--- config.mk ---
export PLATFORM = sky130hd
export DESIGN_NAME = arb_pkt_tx
export DESIGN_NICKNAME = d
export VERILOG_FILES = /design/src/rtl/arb_tx_pkg.sv /design/src/rtl/tx_shifter.sv /design/src/rtl/arb_judge.sv /design/src/rtl/rx_capture.sv /design/src/rtl/arb_pkt_tx.sv
export SDC_FILE = /design/constraint.sdc
export NUM_CORES = 1
export LEC_CHECK = 0
export BUFFER_PORTS_ARGS = -buffer_cell sky130_fd_sc_hd__buf_4
export CAP_MARGIN = 25
export CORE_ASPECT_RATIO = 1.2
export CORE_MARGIN = 5
export CORE_UTILIZATION = 52
export CTS_CLUSTER_SIZE = 40
export DETAILED_ROUTE_END_ITERATION = 8
export PLACE_DENSITY = 0.77
export SETUP_SLACK_MARGIN = 0.15
export SYNTH_ARGS = -nofsm -noshare
export SYNTH_HDL_FRONTEND = slang
export SYNTH_SLANG_ARGS = --single-unit
--- constraint.sdc ---
create_clock -name clk -period 1.6 [get_ports clk]
set_clock_uncertainty 0.05 [all_clocks]
set_input_delay 0.48 -clock clk [delete_from_list [all_inputs] [get_ports clk]]
set_output_delay 0.48 -clock clk [all_outputs]
set_load 0.03 [all_outputs]
--- src/rtl/arb_tx_pkg.sv ---
package arb_tx_pkg;
    typedef enum logic [2:0] {
        ST_IDLE,
        ST_SETUP,
        ST_SAMPLE,
        ST_ACK_SETUP,
        ST_ACK_SAMPLE,
        ST_FIN
    } tx_state_e;
endpackage

--- src/rtl/tx_shifter.sv ---
module tx_shifter #(
    parameter int W = 8
) (
    input  logic         clk,
    input  logic         rst_n,
    input  logic         load,
    input  logic [W-1:0] load_val,
    input  logic         shift,
    output logic         cur_bit,
    output logic         last_bit
);
    localparam int CW = (W > 1) ? $clog2(W) : 1;

    logic [W-1:0]  shreg;
    logic [CW-1:0] remain;

    always_ff @(posedge clk or negedge rst_n) begin
        if (!rst_n) begin
            shreg  <= '0;
            remain <= '0;
        end else if (load) begin
            shreg  <= load_val;
            remain <= CW'(W - 1);
        end else if (shift) begin
            shreg  <= {shreg[W-2:0], 1'b0};
            remain <= remain - 1'b1;
        end
    end

    assign cur_bit  = shreg[W-1];
    assign last_bit = (remain == '0);
endmodule

--- src/rtl/arb_judge.sv ---
module arb_judge (
    input  logic clk,
    input  logic rst_n,
    input  logic clear,
    input  logic drive_en,
    input  logic drive_bit,
    input  logic release_en,
    input  logic sample_en,
    input  logic sda_in,
    output logic sda_pull,
    output logic lost
);
    logic mismatch;

    // Only a released (high) bit read back as low counts
    assign mismatch = sample_en && !sda_pull && !sda_in;

    always_ff @(posedge clk or negedge rst_n) begin
        if (!rst_n) begin
            lost <= 1'b0;
        end else if (clear) begin
            lost <= 1'b0;
        end else if (mismatch) begin
            lost <= 1'b1;
        end
    end

    always_ff @(posedge clk or negedge rst_n) begin
        if (!rst_n) begin
            sda_pull <= 1'b0;
        end else if (clear || release_en) begin
            sda_pull <= 1'b0;
        end else if (drive_en) begin
            sda_pull <= !drive_bit && !lost;
        end
    end
endmodule

--- src/rtl/rx_capture.sv ---
module rx_capture #(
    parameter int W = 8
) (
    input  logic         clk,
    input  logic         rst_n,
    input  logic         shift_en,
    input  logic         ack_en,
    input  logic         sda_in,
    output logic [W-1:0] rx_byte,
    output logic         ack_bit
);
    always_ff @(posedge clk or negedge rst_n) begin
        if (!rst_n) begin
            rx_byte <= '0;
            ack_bit <= 1'b1;
        end else begin
            if (shift_en) rx_byte <= {rx_byte[W-2:0], sda_in};
            if (ack_en)   ack_bit <= sda_in;
        end
    end
endmodule

--- src/rtl/arb_pkt_tx.sv ---
module arb_pkt_tx
    import arb_tx_pkg::*;
#(
    parameter int W = 8
) (
    input  logic         clk,
    input  logic         rst_n,
    input  logic         start,
    input  logic [W-1:0] tx_byte,
    input  logic         scl_fall,
    input  logic         scl_rise,
    input  logic         sda_in,
    output logic         sda_pull,
    output logic         busy,
    output logic         done,
    output logic         arb_lost,
    output logic         addr_check,
    output logic [W-1:0] rx_byte,
    output logic         ack_bit
);
    tx_state_e state, state_nx;

    logic load, drive_en, sample_en, shift_en, release_en, ack_en;
    logic cur_bit, last_bit;

    always_ff @(posedge clk or negedge rst_n) begin
        if (!rst_n) state <= ST_IDLE;
        else        state <= state_nx;
    end

    always_comb begin
        state_nx = state;
        unique case (state)
            ST_IDLE:       if (start)    state_nx = ST_SETUP;
            ST_SETUP:      if (scl_fall) state_nx = ST_SAMPLE;
            ST_SAMPLE:     if (scl_rise) state_nx = last_bit ? ST_ACK_SETUP : ST_SETUP;
            ST_ACK_SETUP:  if (scl_fall) state_nx = ST_ACK_SAMPLE;
            ST_ACK_SAMPLE: if (scl_rise) state_nx = ST_FIN;
            ST_FIN:                      state_nx = ST_IDLE;
            default:                     state_nx = ST_IDLE;
        endcase
    end

    always_comb begin
        load       = (state == ST_IDLE) && start;
        drive_en   = (state == ST_SETUP) && scl_fall;
        sample_en  = (state == ST_SAMPLE) && scl_rise;
        shift_en   = sample_en && !last_bit;
        release_en = (state == ST_ACK_SETUP) && scl_fall;
        ack_en     = (state == ST_ACK_SAMPLE) && scl_rise;
        busy       = (state != ST_IDLE);
        done       = (state == ST_FIN);
        addr_check = (state == ST_FIN) && arb_lost;
    end

    tx_shifter #(.W(W)) u_shift (
        .clk      (clk),
        .rst_n    (rst_n),
        .load     (load),
        .load_val (tx_byte),
        .shift    (shift_en),
        .cur_bit  (cur_bit),
        .last_bit (last_bit)
    );

    arb_judge u_judge (
        .clk        (clk),
        .rst_n      (rst_n),
        .clear      (load),
        .drive_en   (drive_en),
        .drive_bit  (cur_bit),
        .release_en (release_en),
        .sample_en  (sample_en),
        .sda_in     (sda_in),
        .sda_pull   (sda_pull),
        .lost       (arb_lost)
    );

    rx_capture #(.W(W)) u_rx (
        .clk      (clk),
        .rst_n    (rst_n),
        .shift_en (sample_en),
        .ack_en   (ack_en),
        .sda_in   (sda_in),
        .rx_byte  (rx_byte),
        .ack_bit  (ack_bit)
    );
endmodule

; Yosys cells after proc, flatten, opt, wreduce, memory -nomap -nowiden
; Cells that the tools add are included.
[classes]
add_sub_neg = 1
eq_ne = 10
mux = 15
n_reduce_logical = 23
[ops]
columns = cell, count
row1 = 2-to-1 mux 3 bit, 7
row2 = 2-to-1 mux 8 bit, 2
row3 = one-hot mux 3 bit (5 select lines), 1
row4 = logical AND 1 bit, 10
row5 = inequality test 2 bit (second input constant), 5
row6 = equality test 3 x 2 -> 1 bit (second input constant), 2
row7 = equality test 3 bit (second input constant), 2
row8 = logical NOT 3 bit, 2
row9 = nonzero test 2 bit, 3
row10 = logical NOT 1 bit, 5
row11 = AND reduction 5 bit, 1
row12 = 2-to-1 mux 1 bit, 4
row13 = equality test 3 x 1 -> 1 bit (second input constant), 1
row14 = nonzero test 3 bit, 1
row15 = subtractor 3 x 1 -> 3 bit (second input constant), 1
row16 = 2-to-1 mux 2 bit, 1
row17 = logical OR 1 bit, 1
[word_totals]
reg_bits = 25
input_bits = 14
output_inout_bits = 14
wordCells = 56

; Longest topological paths before layout
; Gate-level depths: netlist of the first run.
[depth]
ltp_word = 6
ltp_mapped = 6
depth_no_buf = 5

; Cells and area by module
; Synthesis of the first run repeated with hierarchy kept, for this count alone.
[unflattened]
hier_cells = 104
hier_area_um2 = 1255.0
[by_module_without_submodules]
columns = mod, instances, cells_per_inst, area_per_inst_um2, seq_area_each_um2
row1 = tx_shifter, 1, 51, 546.8, 275.3
row2 = rx_capture, 1, 19, 369.1, 226.5
row3 = arb_pkt_tx, 1, 26, 244.0, 75.1
row4 = arb_judge, 1, 8, 95.1, 50.0

; Least setup slack after synthesis of the first run
; No wires, ideal clock.
[synth_timing]
path_kind = register to output
from = register state[1]
to = output addr_check
arrival_ns = 1.296
required_ns = 1.070
setup_slack_ns = -0.226
path_stages_with_launch = 5
n_path_buf = 1
cell_sequence = dfrtp_1 buf_4 inv_1 and3_1 and2_1
[synth_between]
elab_chain_len = 2
[synth_rtl]
columns = item, line
row1 = from (decl), arb_pkt_tx.sv:21  ; tx_state_e state, state_nx;
row2 = from (signal assigned), arb_pkt_tx.sv:28  ; else state <= state_nx;
row3 = equality test 3 bit, --
row4 = via done, arb_pkt_tx.sv:15  ; output logic done,
row5 = logical AND 1 bit, arb_pkt_tx.sv:53  ; addr_check = (state == ST_FIN) && arb_lost;
row6 = to (decl), arb_pkt_tx.sv:17  ; output logic addr_check,
; The timed path passes the listed nets, and every way through them passes these cells.

; Worst setup path in the final report of the first run
[layout_timing]
from = register state[0]
to = output busy
[layout_between]
elab_chain_len = 1
[layout_rtl]
columns = item, line
row1 = nonzero test 3 bit, arb_pkt_tx.sv:51  ; busy = (state != ST_IDLE);
row2 = to (decl), arb_pkt_tx.sv:14  ; output logic busy,
; No other way between the ends.

==> results.yml, run 1 <==
status:
  status: "finished, violations left"
  failed_checks: "setup timing"
critical_path:
  critPathLaunchType: "register"
  cpPeakStageDelay_ns: 0.45
  rr_endpoint: "u_shift.shreg[2]"
  r2r-start: "state[0]"
  r2r_cells: 5
  cp_data_arrival_time_ns: 1.34
  cp_slowest_cell: "dfrtp_1"
  worstSetupStartpoint: "state[0]"
  cp-end-kind: "output port"
  crit_chain: "or3_4 -> buf_6"
  cp_max_fo: 4
  worst-setup-path-type: "register to output port"
  worstSetupEndpoint: "busy"
  cp.required_ns: 1.07
  rrSetupSlack_ns: -0.05
clocking:
  max-clock-path-buffers: 2
  clock_latency_ns: 0.34
  cts_tree: "done"
  cts-root-buf: "clkbuf_4"
  clkTransAtPathRegs_ns: 0.15
  cts_buffers: 3
  h-tree-depth: 1
  clock_sinks: 25
yosys:
  avgSynthCellArea_um2: 9.263
  syn-num-nets: 150
  async_flop_share: 1.000
  synthTopCellsByArea: "dfrtp_1 (48%), nand2_1 (8.8%), a21oi_1 (4.0%)"
  syn_area_um2: 1241
  ys_ff_latch: 25
  synth-seq-area-share: 0.5050
  synth_top_flop_cell: "dfrtp_1"
  yosys.cell_types.count: 33
  synth_top_area_frac: 0.4839
  yosysTopAreaCell: "dfrtp_1"
  synth-warning-count: 0
  synth_commonest_cells: "nand2_1 (29), dfrtp_1 (24), nor2_1 (12)"
  yosys.cell_count.top_type: "nand2_1"
  synth-edff-count: 0
  syn_inst: 134
sta:
  rsz0062_at_grt: "true"
  setup_ws_ns: -0.2691
  hold_viol_final: 0
  max_freq_mhz: 535.0
  fin_crit_sh: 1.168
  tightest_slew_ns: 0.3638
  finalCriticalPeriod_ns: 1.869
  slew_headroom: 0.7569
  drv_slew: 0
  setup-violations-final: 13
routing:
  vias: 1235
  wl_mm: 4.085
  drtIter0Drc: 62
  routed_via_density: 5.744
  firstDrtPassIters: 4
  wl_per_cell_um: 19.00
  ant_nets: 0
  drcViolationCount: 0
power_and_ir_drop:
  clkPwrFrac: 0.087
  leakage_uw: 0.0008986
  p_sw_frac: 0.4217
  p_sw_uw: 1466
  powerDensity_nw_per_um2: 1802
  p_int_uw: 2011
  ir_worst_vdd_uv: 1499
  pwr-share-comb: 0.594
  seqPwrFrac: 0.319
  p_total_uw: 3477
global_routing:
  overflow: 0
  grt_pass1_vias: 1206
  antenna_found_initial: 0
  grt_start_max_net_pins: 26
  grt_pass1_wl_mm: 5.630
  grtUsageTotal: 0.2225
placement:
  gp_congestion: 0.7746
  port_buffers: 27
  dpl.hpwl_mm: 1.868
  post_dp_cell_area_um2: 1486
job:
  maxCapViolCount: 0
floorplanning:
  pin_count: 28
  rows: 19
  die_y_um: 63.52
  core_um2: 2282
  initial_core_util: 0.5439
  die_x_um: 54.60
  dieArea_um2: 3468
final_layout:
  syn_to_final_growth_pct: 55.44
  diodes: 0
  drive_above_1_share: 0.4783
  fin_area_um2: 1929
  fill_cells: 132
  nNetsFinal: 201
hold_path:
  hp-class: "input port to register"
-- worst min path at each step --
stage,from,endpoint,slack (ns),cells after the start
finish,sda_in,u_rx.rx_byte[0],0.29,3
detailed placement,rst_n,u_rx.rx_byte[6],0.35,1
CTS,tx_byte[0],u_shift.shreg[0],0.31,3
global placement,rst_n,u_rx.rx_byte[7],0.34,1
floorplan,rst_n,state[0],0.13,0
global route,sda_in,u_rx.rx_byte[0],0.32,3
-- critical path: cells and delay by family, from the launching register on --
family	cells	cell delay [ns]
flops	1	0.45
simple gates	1	0.40
buf+inv	1	0.14
-- area by class of cell --
type	count	area, um^2	share of cell area
Multi-Input combinational cell	97	705.7	0.3658
Sequential cell	25	629.4	0.3262
Timing Repair Buffer	55	514.2	0.2665
Tap cell	31	38.79	0.02010
Clock buffer	3	22.52	0.01167
Inverter	3	13.76	0.007134
Clock inverter	1	5.005	0.002594
-- per-stage QoR --
stage	TNS [ns]	worst slack [ns]	hold slack (ns)	std cells	utilization
floorplan	0	0.08119	0.1344	134	-
global route	-1.556	-0.2963	0.3199	215	0.8454
detailed placement	0	0.01814	0.3505	189	0.6513
CTS	-0.4725	-0.2198	0.3070	206	0.7626
global placement	0	0.07869	0.3445	189	0.6513
finish	-0.9109	-0.2691	0.2889	215	0.8454
-- timing repair --
action,CTS,global route
pin swaps,6,3
hold buffers,1,0
buffers inserted,9,8
endpoints found under the hold margin,24,0
setup endpoints to repair,31,38
resized for setup,28,32
cloned,3,1
-- flip-flops by register name (all words and copies together), names as in the netlist --
register,flops
u_rx.ack_bit,1
u_judge.lost,1
u_shift.shreg,8
state,3
u_shift.remain,3
u_judge.sda_pull,1
u_rx.rx_byte,8
-- logic make-up (layout without fill, tap and decap cells) --
family          after synthesis  in the layout  share of synthesized area
compound gates               33             33                     0.1512
xor+xnor                      1              1                   0.007058
fa+ha+maj                     2              2                    0.02016
buf+inv                      14             62                    0.06652
flops                        25             25                     0.5050
mux                           4              4                    0.03427
simple gates                 55             57                     0.2157
-- layout by cell type, fill, tap and decap left out, types with 2 or more instances in the layout --
| master | n |
|---|---|
| nor2_1 | 6 |
| buf_4 | 30 |
| or4b_4 | 2 |
| mux2i_1 | 2 |
| clkbuf_4 | 3 |
| a31oi_1 | 8 |
| and4bb_4 | 2 |
| nand2_1 | 29 |
| o21ai_1 | 3 |
| o21ai_0 | 7 |
| nor2_4 | 3 |
| dfrtp_2 | 2 |
| a21oi_1 | 10 |
| nor2_2 | 3 |
| buf_6 | 23 |
| nand3b_1 | 2 |
| dfrtp_1 | 22 |
-- metal layers --
metal  vias up  wire [um]  global-route usage
met5         -          0                   0
met3        15        299             0.04717
met2        70       2127              0.3328
met4         0        142              0.1153
li1        565          -                   -
met1       585       1515              0.2924
-- power by group through the flow --
stage	logic [uW]	clock network [uW]	registers [uW]
2_1_floorplan	764	0	1220
3_3_place_gp	1230	0	1080
3_5_place_dp	1270	0	1100
4_1_cts	1650	285	1070
5_1_grt	2200	328	1140
6_report	2070	303	1110
Power figures use the tool's default switching activity.
==> run 2: changes to the inputs <==
--- a/config.mk
+++ b/config.mk
@@ -16,4 +16,5 @@
 export SETUP_SLACK_MARGIN = 0.15
 export SYNTH_ARGS = -nofsm -noshare
 export SYNTH_HDL_FRONTEND = slang
+export SYNTH_HIERARCHICAL = 1
 export SYNTH_SLANG_ARGS = --single-unit
==> run 2 against run 1 <==
Effect of this change: the run still ends with setup timing left; critical path depth did not move; utilization shrank 0.38 points; routed wire length is 22% lower; clock power down 3%; clock-buffer cell count stayed put; critical endpoint unchanged; highest routed layer unchanged.
==> results.yml, run 2 <==
hold_path:
  hp-class: "input port to register"
  min-delay-start: "tx_byte[3]"
sta:
  setup_ws_ns: -0.2296
  max_freq_mhz: 546.6
  hold_viol_final: 0
  slew_headroom: 0.7596
  finalCriticalPeriod_ns: 1.830
  drv_slew: 0
  tns_ns: -2.119
  fin_crit_sh: 1.144
  tightest_slew_ns: 0.3591
  setup-violations-final: 23
  rsz0062_at_grt: "true"
critical_path:
  cp_data_arrival_time_ns: 1.30
  cp_slowest_cell: "dfrtp_1"
  path_buf_inv: 1
  worst-setup-path-type: "register to output port"
  cp.required_ns: 1.07
  worstSetupStartpoint: "state[0]"
  critPathLaunchType: "register"
  r2r-start: "state[0]"
  cp-end-kind: "output port"
  cp_top_family: "flip-flops"
  cp_max_fo: 4
  cpPeakStageDelay_ns: 0.43
  crit_chain: "or3_1 -> buf_6"
final_layout:
  biggestRegsByFlops: "u_rx/rx_byte x8, u_shift/shreg x8"
  nNetsFinal: 176
  final_util: 0.8416
  final_cell_mix: "buf_4 (35), dfrtp_1 (23), buf_6 (19), nand2_1 (10), mux2_4 (8)"
  diodes: 0
  fill_cells: 120
  layout_commonest_cell: "buf_4"
  fin_area_um2: 1941
  syn_to_final_growth_pct: 54.64
  drive_above_1_share: 0.5849
global_routing:
  grt_pass1_vias: 1039
  grtUsageTotal: 0.1872
  antenna_found_initial: 0
  grt_pass1_wl_mm: 4.843
  overflow: 0
  grt_start_max_net_pins: 26
routing:
  vias: 992
  drtIter0Drc: 22
  drcViolationCount: 0
  wl_per_cell_um: 16.78
  routed_via_density: 5.221
  firstDrtPassIters: 4
  ant_nets: 0
  wl_mm: 3.188
floorplanning:
  initial_core_util: 0.5442
  rows: 19
  dieArea_um2: 3500
  die_y_um: 63.82
  die_x_um: 54.85
  core_um2: 2306
  pin_count: 28
clocking:
  cts_tree: "done"
  max-clock-path-buffers: 2
  clkTransAtPathRegs_ns: 0.14
  clock_sinks: 25
  clock_latency_ns: 0.33
  h-tree-depth: 1
  cts-root-buf: "clkbuf_4"
  cts_buffers: 3
yosys:
  synth-seq-area-share: 0.4995
  yosysTopAreaCell: "dfrtp_1"
  synth-warning-count: 6
  synth_commonest_cells: "dfrtp_1 (24), nand2_1 (10), mux2_4 (8), mux2i_1 (8), inv_1 (5)"
  yosys.cell_count.top_type: "dfrtp_1"
  syn_area_um2: 1255
  avgSynthCellArea_um2: 12.07
  synthTopCellsByArea: "dfrtp_1 (48%), mux2_4 (9.6%), mux2i_1 (6.4%)"
  synth_top_area_frac: 0.4786
  syn_inst: 104
  async_flop_share: 1.000
  yosys.cell_types.count: 35
  synth_top_flop_cell: "dfrtp_1"
  ys_ff_latch: 25
  synth-edff-count: 0
  syn-num-nets: 120
power_and_ir_drop:
  leakage_uw: 0.0009165
  clkPwrFrac: 0.082
  powerDensity_nw_per_um2: 1841
  ir_worst_vdd_uv: 1188
  p_total_uw: 3572
  p_sw_uw: 1386
  p_int_uw: 2187
  pwr-share-comb: 0.601
  seqPwrFrac: 0.317
  p_sw_frac: 0.3879
placement:
  pre_cts_slack_ns: -0.01160
  dpl.hpwl_mm: 1.792
  gp_congestion: 0.7073
  port_buffers: 27
  post_dp_cell_area_um2: 1565
status:
  status: "finished, violations left"
  failed_checks: "setup timing"
job:
  maxCapViolCount: 0
## run 2: cell types whose count changed after synthesis, moves of 3 or more
cell      previous run  this run
nor2_1              12         3
o21ai_0              9         1
nand2_1             29        10
a21oi_1             10         1
nand2b_1             1         4
or3b_1               0         3
a21o_1               0         3
mux2_4               0         8
nor3_1               3         0
mux2i_1              2         8
a31oi_1              8         0
o21ai_2              0         4
## run 2: timing repair
item                       in CTS  in global routing
buffers inserted               11                  8
gates cloned                    1                  0
resized for setup              16                 23
hold buffers                    1                  0
hold endpoints to repair       14                  0
pin swaps                       9                  5
setup endpoints to repair      33                 35
## run 2: area by class of cell
| class | instances | area, um^2 | share of cell area |
|---|---|---|---|
| Tap cell | 31 | 38.79 | 0.01999 |
| Clock inverter | 1 | 7.507 | 0.003868 |
| Timing Repair Buffer | 58 | 551.8 | 0.2843 |
| Inverter | 5 | 18.77 | 0.009671 |
| Multi-Input combinational cell | 67 | 673.1 | 0.3469 |
| Sequential cell | 25 | 628.1 | 0.3237 |
| Clock buffer | 3 | 22.52 | 0.01161 |
## run 2: final timing paths
kind                            slack, ns                to  depth (start not counted)
worst max-delay path                -0.23              busy                          2
worst max register to register      -0.15  u_shift/shreg[5]                          7
max in group asynchronous            0.70      u_rx/ack_bit                          2
worst min-delay path                 0.30  u_shift/shreg[3]                          3
min in group asynchronous            0.51   u_rx/rx_byte[6]                          2
worst min register to register       0.52  u_shift/shreg[3]                          2
## run 2: layer usage
layer,GRT usage,vias to the layer above,share of wire
li1,-,471,-
met2,0.3299,30,0.55
met1,0.2258,484,0.39
met4,0.05607,0,0.024
met3,0.02791,7,0.042
met5,0,-,0
## run 2: power by group through the flow
stage | clock network, uW | logic (uW) | registers (uW)
after floorplan | 0 | 828 | 1280
after global placement | 0 | 1420 | 1110
after detailed placement | 0 | 1470 | 1130
after CTS | 291 | 1830 | 1080
after global routing | 343 | 2280 | 1170
final | 294 | 2150 | 1130
## run 2: logic make-up (layout without fill, tap and decap cells)
| logic type | after synthesis | after routing | share of synthesized area |
|---|---|---|---|
| AOI/OAI and AO/OA | 15 | 15 | 0.09071 |
| DFF | 25 | 25 | 0.4995 |
| muxes | 17 | 17 | 0.1685 |
| xor gates and xnor gates | 2 | 2 | 0.01396 |
| adders and majority gates | 2 | 2 | 0.01994 |
| and+or+nand+nor | 31 | 31 | 0.1486 |
| buffers and inverters | 12 | 67 | 0.05882 |
## run 2: per-stage QoR
step	instances	hold slack (ns)
floorplan	104	0.1344
CTS	182	0.2910
global placement	165	0.3455
finish	190	0.2952
detailed placement	165	0.3481
global route	190	0.2810
## run 2: worst min-delay path: stages
cell and delay (ns):
buf_4 0.08, nand2_1 0.05, o21ai_2 0.05
==> run 3: changes to the inputs <==
==> constraint.sdc (replaced) <==
create_clock -name clk -period 1.6 [get_ports clk]
set_clock_uncertainty 0.05 [all_clocks]
set_input_delay 0.48 -clock clk [delete_from_list [all_inputs] [get_ports clk]]
set_output_delay 0.48 -clock clk [all_outputs]
set_load 0.02 [all_outputs]
==> run 3 against run 2 <==
Effect of this change: the run still ends with setup timing left; clock power down 5%; worst setup slack better by 0.00090 ns; via count is 1.8% lower; register-to-register slack got worse by 0.02 ns; sequential power about the same; critical path depth stayed put; worst hold slack better by 0.023 ns; clock-buffer cell count rose by 1; combinational power down 7%; critical endpoint unchanged; largest cell class unchanged; highest routed layer unchanged.
==> results.yml, run 3 (synthesis gave the netlist of run 2 again) <==
clocking:
  max-clock-path-buffers: 2
  clkTransAtPathRegs_ns: 0.14
  cts_buffers: 3
  clock_sinks: 25
  cts_tree: "done"
  clock_latency_ns: 0.31
  cts-root-buf: "clkbuf_4"
  h-tree-depth: 1
critical_path:
  cp-end-kind: "output port"
  cp_slowest_cell: "dfrtp_2"
  cp.required_ns: 1.07
  cp_top_family: "flip-flops"
  worst-setup-path-type: "register to output port"
  cp_data_arrival_time_ns: 1.30
  rrSetupSlack_ns: -0.17
  path_buf_inv: 1
  critPathLaunchType: "register"
  crit_chain: "or3_4 -> buf_6"
  cpPeakStageDelay_ns: 0.46
  cp_max_fo: 5
sta:
  setup_ws_ns: -0.2287
  drv_slew: 0
  max_freq_mhz: 546.8
  finalCriticalPeriod_ns: 1.829
  slew_headroom: 0.7917
  fin_crit_sh: 1.143
  tightest_slew_ns: 0.3124
  rsz0062_at_grt: "true"
  hold_viol_final: 0
  setup-violations-final: 20
floorplanning:
  pin_count: 28
  core_um2: 2306
  die_y_um: 63.82
  initial_core_util: 0.5442
  dieArea_um2: 3500
  die_x_um: 54.85
  rows: 19
routing:
  drcViolationCount: 0
  drtIter0Drc: 15
  firstDrtPassIters: 4
  ant_nets: 0
  vias: 974
  wl_mm: 2.993
  wl_per_cell_um: 15.75
  routed_via_density: 5.126
power_and_ir_drop:
  p_sw_uw: 1247
  seqPwrFrac: 0.329
  pwr-share-comb: 0.589
  powerDensity_nw_per_um2: 1774
  p_sw_frac: 0.3651
  leakage_uw: 0.0009142
  p_int_uw: 2169
  ir_worst_vdd_uv: 1328
  clkPwrFrac: 0.082
placement:
  post_dp_cell_area_um2: 1545
  dpl.hpwl_mm: 1.791
  pre_cts_slack_ns: -0.02549
  gp_congestion: 0.7809
  port_buffers: 27
final_layout:
  drive_above_1_share: 0.6164
  nNetsFinal: 176
  fill_cells: 119
  layout_commonest_cell: "buf_4"
  multi_input_comb_area_um2: 689.4
  biggestRegsByFlops: "u_rx/rx_byte x8, u_shift/shreg x8"
  diodes: 0
  regArea_um2: 630.6
  final_cell_mix: "buf_4 (38), dfrtp_1 (21), buf_6 (17), nand2_1 (9), mux2_4 (8)"
  syn_to_final_growth_pct: 53.44
  fin_area_um2: 1926
hold_path:
  hp-class: "input port to register"
global_routing:
  grtUsageTotal: 0.1617
  grt_start_max_net_pins: 26
  grt_pass1_wl_mm: 4.236
  grt_pass1_vias: 972
  overflow: 0
  antenna_found_initial: 0
status:
  status: "finished, violations left"
  failed_checks: "setup timing"
job:
  maxCapViolCount: 0
-- run 3: power groups by stage --
| stage | Combinational (uW) | Sequential (uW) | Clock [uW] |
|---|---|---|---|
| floorplan | 811 | 1190 | 0 |
| global placement | 1270 | 1110 | 0 |
| detailed placement | 1320 | 1130 | 0 |
| CTS | 1480 | 1100 | 283 |
| global route | 2160 | 1160 | 312 |
| finish | 2010 | 1130 | 280 |
-- run 3: final timing paths --
check,start,to,depth (start not counted)
worst max-delay path,state[2],busy,2
worst min-delay path,tx_byte[3],u_shift/shreg[3],3
worst max register to register,state[2],u_shift/shreg[5],7
worst min register to register,u_rx/rx_byte[4],u_rx/rx_byte[5],1
max in group asynchronous,rst_n,u_rx/ack_bit,2
min in group asynchronous,rst_n,state[2],2
-- run 3: worst register-to-register path, delay by kind of cell (launching register included) --
kind | cells | cell delay [ns]
flops | 1 | 0.46
buf+inv | 3 | 0.43
simple gates | 2 | 0.39
mux | 1 | 0.26
compound gates | 1 | 0.08
-- run 3: metal layers --
| layer | wire, um | share of wire | global-route usage |
|---|---|---|---|
| met2 | 1591 | 0.53 | 0.2707 |
| met3 | 113 | 0.038 | 0.02326 |
| met5 | 0 | 0 | 0 |
| met4 | 48 | 0.016 | 0.05919 |
| met1 | 1239 | 0.41 | 0.2049 |
-- run 3: metrics by stage --
stage / cells / utilization / setup TNS (ns) / total power (uW) / hold WS (ns)
finish: 190 / 0.8351 / -2.174 / 3416 / 0.3180
global route: 190 / 0.8351 / -3.156 / 3632 / 0.3098
CTS: 174 / 0.7151 / -1.680 / 2863 / 0.3065
detailed placement: 164 / 0.6701 / -0.02549 / 2446 / 0.3458
global placement: 164 / 0.6701 / 0 / 2379 / 0.3457
floorplan: 104 / - / 0 / 2003 / 0.1344
-- run 3: final cells by class --
cell class	count	area share
clock buffer	4	0.01365
inverter	5	0.009747
multi-input combinational	67	0.3580
sequential	25	0.3275
tap	31	0.02014
timing repair buffer	58	0.2710
-- run 3: what timing repair did --
action	4_1_cts	5_1_grt
gates cloned	0	1
endpoints found under the setup margin	25	35
setup buffers	5	15
hold endpoints to repair	24	0
resized for setup	9	36
hold buffers	1	0
pin swaps	1	10
